===== src/rtl/adc_seq_ctrl.sv =====
module adc_seq_ctrl #(
  parameter int RES = 10
) (
  input  logic           clk,
  input  logic           rst_n,
  input  logic           go_set,
  input  logic           go_clr,
  input  logic [2:0]     acq_sel,
  input  logic [2:0]     clk_sel,
  input  logic           rc_tick,
  input  logic           cmp_in,
  input  logic           irq_clr,
  output logic           busy,
  output logic           sample_en,
  output logic [RES-1:0] trial,
  output logic [RES-1:0] result,
  output logic           irq
);
  localparam logic [RES-1:0] MSB = {1'b1, {(RES-1){1'b0}}};

  typedef enum logic [1:0] {S_IDLE, S_ACQ, S_CONV} st_t;
  st_t st;

  logic [1:0]     rc_sync;
  logic           rc_prev;
  logic [5:0]     dcnt;
  logic [4:0]     acq_cnt;
  logic [RES-1:0] sar, mask;

  function automatic logic [4:0] acq_len(input logic [2:0] s);
    case (s)
      3'd1: return 5'd2;
      3'd2: return 5'd4;
      3'd3: return 5'd6;
      3'd4: return 5'd8;
      3'd5: return 5'd12;
      3'd6: return 5'd16;
      default: return 5'd20;
    endcase
  endfunction

  wire       rc_mode  = &clk_sel[1:0];
  wire [2:0] shamt    = {clk_sel[1:0], 1'b0} + {2'b00, clk_sel[2]};
  wire [6:0] div      = 7'd2 << shamt;
  wire       sys_tick = ({1'b0, dcnt} == div - 7'd1);
  wire       rc_edge  = rc_sync[1] & ~rc_prev;
  wire       tad      = busy & (rc_mode ? rc_edge : sys_tick);

  assign busy      = (st != S_IDLE);
  assign sample_en = (st != S_CONV);
  assign trial     = sar;

  always_ff @(posedge clk) begin
    if (!rst_n) {rc_prev, rc_sync} <= 3'b000;
    else        {rc_prev, rc_sync} <= {rc_sync[1], rc_sync[0], rc_tick};
  end

  always_ff @(posedge clk) begin
    if (!rst_n || !busy || sys_tick) dcnt <= '0;
    else                             dcnt <= dcnt + 6'd1;
  end

  always_ff @(posedge clk) begin
    if (!rst_n) begin
      st      <= S_IDLE;
      acq_cnt <= '0;
      sar     <= '0;
      mask    <= '0;
      result  <= '0;
      irq     <= 1'b0;
    end else begin
      if (irq_clr) irq <= 1'b0;
      case (st)
        S_IDLE:
          if (go_set) begin
            if (acq_sel == 3'd0) begin
              st   <= S_CONV;
              sar  <= MSB;
              mask <= MSB;
            end else begin
              st      <= S_ACQ;
              acq_cnt <= acq_len(acq_sel);
            end
          end
        S_ACQ:
          if (go_clr) st <= S_IDLE;
          else if (tad) begin
            if (acq_cnt == 5'd1) begin
              st   <= S_CONV;
              sar  <= MSB;
              mask <= MSB;
            end else acq_cnt <= acq_cnt - 5'd1;
          end
        default:
          if (go_clr) st <= S_IDLE;
          else if (tad) begin
            if (mask == '0) begin
              result <= sar;
              irq    <= 1'b1;
              st     <= S_IDLE;
            end else begin
              sar  <= (cmp_in ? sar : (sar & ~mask)) | (mask >> 1);
              mask <= mask >> 1;
            end
          end
      endcase
    end
  end
endmodule



===== config.mk =====
export PLATFORM = sky130hd
export DESIGN_NAME = adc_seq_ctrl
export DESIGN_NICKNAME = d
export VERILOG_FILES = /design/src/rtl/adc_seq_ctrl.sv
export SDC_FILE = /design/constraint.sdc
export NUM_CORES = 1
export LEC_CHECK = 0
export BUFFER_PORTS_ARGS = -buffer_cell sky130_fd_sc_hd__buf_2
export CORE_ASPECT_RATIO = 0.5
export CORE_MARGIN = 4
export CORE_UTILIZATION = 35
export CTS_CLUSTER_DIAMETER = 50
export DETAILED_ROUTE_END_ITERATION = 10
export GPL_ROUTABILITY_DRIVEN = 0
export PLACE_DENSITY = 0.55
export SLEW_MARGIN = 25
export SYNTH_ARGS = -nofsm -noshare
export SYNTH_HDL_FRONTEND = slang
export SYNTH_SLANG_ARGS = --single-unit

===== constraint.sdc =====
create_clock -name clk -period 2.4 [get_ports clk]
set_input_delay 0.24 -clock clk [delete_from_list [all_inputs] [get_ports clk]]
set_output_delay 0.24 -clock clk [all_outputs]
set_load 0.1 [all_outputs]

==> impl_metrics.csv <==
group,metric,value,unit
run_status,status,"finished, final reports clean",
yosys,syn_area,0.002331,mm²
yosys,synth.area.top_cells,"dfxtp_1, nand2_1, nand3_1, o21ai_0, a21oi_1",
yosys,synthArstFlopShare,0,%
yosys,synth_edf_count,0,
clock_tree,cts.clk_slew.worst_paths,0.06,ns
worst_setup_path,start_kind,"primary input",
global_route,grtUsageMet3,3.267,%
worst_setup_path,endpoint_kind,"flop",
routing,wire_per_inst,14.06,µm
power,p_total,2.149,mW
yosys,yosys.area.top_type,"dfxtp_1",
clock_tree,cts_setup_buffers,0,
routing,dr.first_iter.drc_count,96,
floorplanning,die_h,65.71,µm
clock_tree,cts_buffer_depth,2,
yosys,yosys-top-cells-count,"dfxtp_1, nand2_1, nand3_1, o21ai_0",
yosys,synth_ff_type,"dfxtp_1",
routing,dr.pass1.iters,5,
global_route,gr-total-overflow,0,
power,p_seq_share,40.0,%
final_layout,layout-drive-gt1-share,25.40,%
placed_design,io_buffer_count,35,
routing,via_per_inst,5.146,
floorplanning,core_area,0.006256,mm²
yosys,ys_warn_count,0,
sta,fmax,436.3,MHz
power,internal_power,1.561,mW
floorplanning,die_w,123.4,µm
sta,worst_pin_slew,0.6176,ns
worst_setup_path,setup.worst_path.class,"in -> reg",
global_route,use_met1,19.34,%
clock_tree,cts-root-buf,"clkbuf_16",
global_route,grt.busiest_layer,"met2",
routing,routed_wl,5666,µm
clock_tree,clock_latency,0.28,ns
final_layout,area_growth,26.14,%
floorplanning,start_util,37.26,%
yosys,postSynthNetCount,289,
yosys,synth_cells,272,
global_route,antenna_found_initial,0,
placed_design,place_area,0.002723,mm²
sta,layout_setup_ws,0.1080,ns
yosys,synth_seq_cells,47,
power,ir_drop,283.9,µV
placed_design,pre_cts_ws,-0.2015,ns
sta,hold_viol_final,0,
final_layout,final_nets,331,
power,power_switching,0.5880,mW
routing,ant_nets,0,
job,max_cap_viol_count,0,
global_route,grt_pass1_wl,9487,µm
clock_tree,cts.sinks,47,
routing,drc,0,
power,swShare,27.36,%
yosys,syn-mean-instance-area,8.570,µm²
floorplanning,rows,20,
clock_tree,htreeDepth,2,
floorplanning,io_pins,36,
global_route,grt_pass1_vias,1969,
final_layout,antennaDiodeCount,0,
yosys,ys_seq_area_share,40.37,%
sta,rsz0062_at_grt,"no",
worst_setup_path,ff2ff_setup_slack,0.22,ns
power,powerDensity,731.0,mW/mm²
worst_setup_path,path_max_fanout,20,
sta,relSlewSlack,58.57,%
yosys,synthMostInstantiatedCell,"dfxtp_1",
sta,finClkSkew,0.005614,ns
min_path,hp-class,"in -> reg",
sta,setup_violations,0,
power,power_frac_clock,41.3,%
global_route,track_usage,14.48,%
sta,min_period,2.292,ns
clock_tree,cts_buffers,5,
global_route,globalRouteMet2Util,23.60,%
global_route,grt_start_max_net_pins,30,
power,p_leak,1.143,nW
sta,post-route-period-util,95.50,%
worst_setup_path,crit_required,2.58,ns
placed_design,place_hpwl,3974,µm
floorplanning,dieArea,0.008109,mm²
final_layout,instances_no_fill,403,
sta,slew_viol_final,0,
power,pwr-share-comb,18.7,%
yosys,synth_cell_type_count,53,
routing,vias,2074,
placed_design,placed_cells,395,
sta,setup_tns,0,ns
worst_setup_path,arrival,2.47,ns
clock_tree,cts_tree,"yes",
yosys,yosysTopAreaCellShare,40.37,%
final_layout,final_cell_area,0.002940,mm²
flip-flops by register name, summed over array words and instances, names as in the netlist:
| register | cells |
|---|---|
| acq_cnt | 5 |
| st | 2 |
| mask | 10 |
| dcnt | 6 |
| irq | 1 |
| result | 10 |
| rc_sync | 2 |
| rc_prev | 1 |
| trial | 10 |
kinds of logic (layout without fill, tap and decap cells):
| logic type | count (synthesis) | in the layout | synth area share (%) |
|---|---|---|---|
| AOI/OAI and AO/OA | 75 | 75 | 24.32 |
| xor gates and xnor gates | 8 | 8 | 3.328 |
| adders and majority gates | 4 | 4 | 2.147 |
| buffers and inverters | 30 | 73 | 5.851 |
| DFF | 47 | 47 | 40.36 |
| muxes | 3 | 3 | 1.288 |
| and+or+nand+nor | 105 | 105 | 22.71 |
placed cells by master (no fill, tap or decap), types with 4 or more instances in the layout:
cell       count
dfxtp_1       47
nand2_1       36
buf_2         35
nand3_1       22
buf_4         17
o21ai_0       14
nor2_1        13
a21oi_1       12
inv_1         10
nand2b_1       9
o22ai_1        8
o211ai_1       6
o2111ai_1      5
o31ai_2        5
clkbuf_16      5
xor2_1         4
worst paths after layout:
kind	from	end	depth (start not counted)
setup / recovery	clk_sel[2]	trial[8]	10
hold / removal	rc_tick	rc_sync[0]	2
setup reg to reg	acq_cnt[0]	acq_cnt[4]	7
hold reg to reg	rc_sync[0]	rc_sync[1]	1
worst max-delay path: stages:
cell and delay, ns:
buf_2 0.10, or3_4 0.40, ha_4 0.19, nor3b_4 0.16, o31a_1 0.30, o2111ai_4 0.28
buf_4 0.18, nand2_2 0.07, a31o_4 0.34, a41o_1 0.20
metrics by stage:
step,util [%],hold WS (ns)
5_1_grt,47.00,0.1684
3_3_place_gp,43.52,0.4135
6_report,47.00,0.1609
2_1_floorplan,-,0.3673
4_1_cts,46.54,0.1617
3_5_place_dp,43.52,0.4251
timing repair:
item                                   CTS  global route
setup endpoints to repair                0             9
hold buffers                             0             0
resized for setup                        0             5
endpoints found under the hold margin    0             0
per-layer routing:
layer | part of all wire [%] | vias to the layer above | wire length, µm
met4 | 0.74 | 0 | 42
met3 | 3.1 | 4 | 177
met2 | 45 | 28 | 2567
met5 | 0 | - | 0
met1 | 51 | 981 | 2877
li1 | - | 1061 | -
area by class of cell:
type	instances	area, µm²
multi-input cells	195	1329
inverters	12	48.80
flip-flops and latches	47	940.9
clock inverters	2	60.06
clock buffers	6	128.9
well taps	88	110.1
fillers	606	3316
repair buffers	53	322.8
power by group through the flow:
| stage | Combinational (mW) | Clock (mW) | Sequential, mW |
|---|---|---|---|
| floorplan | 0.309 | 0 | 0.857 |
| global route | 0.436 | 0.940 | 0.865 |
| global placement | 0.391 | 0 | 0.875 |
| detailed placement | 0.392 | 0 | 0.874 |
| finish | 0.402 | 0.887 | 0.861 |
| CTS | 0.396 | 0.897 | 0.857 |
No activity file was read; power rests on OpenSTA's default activity.
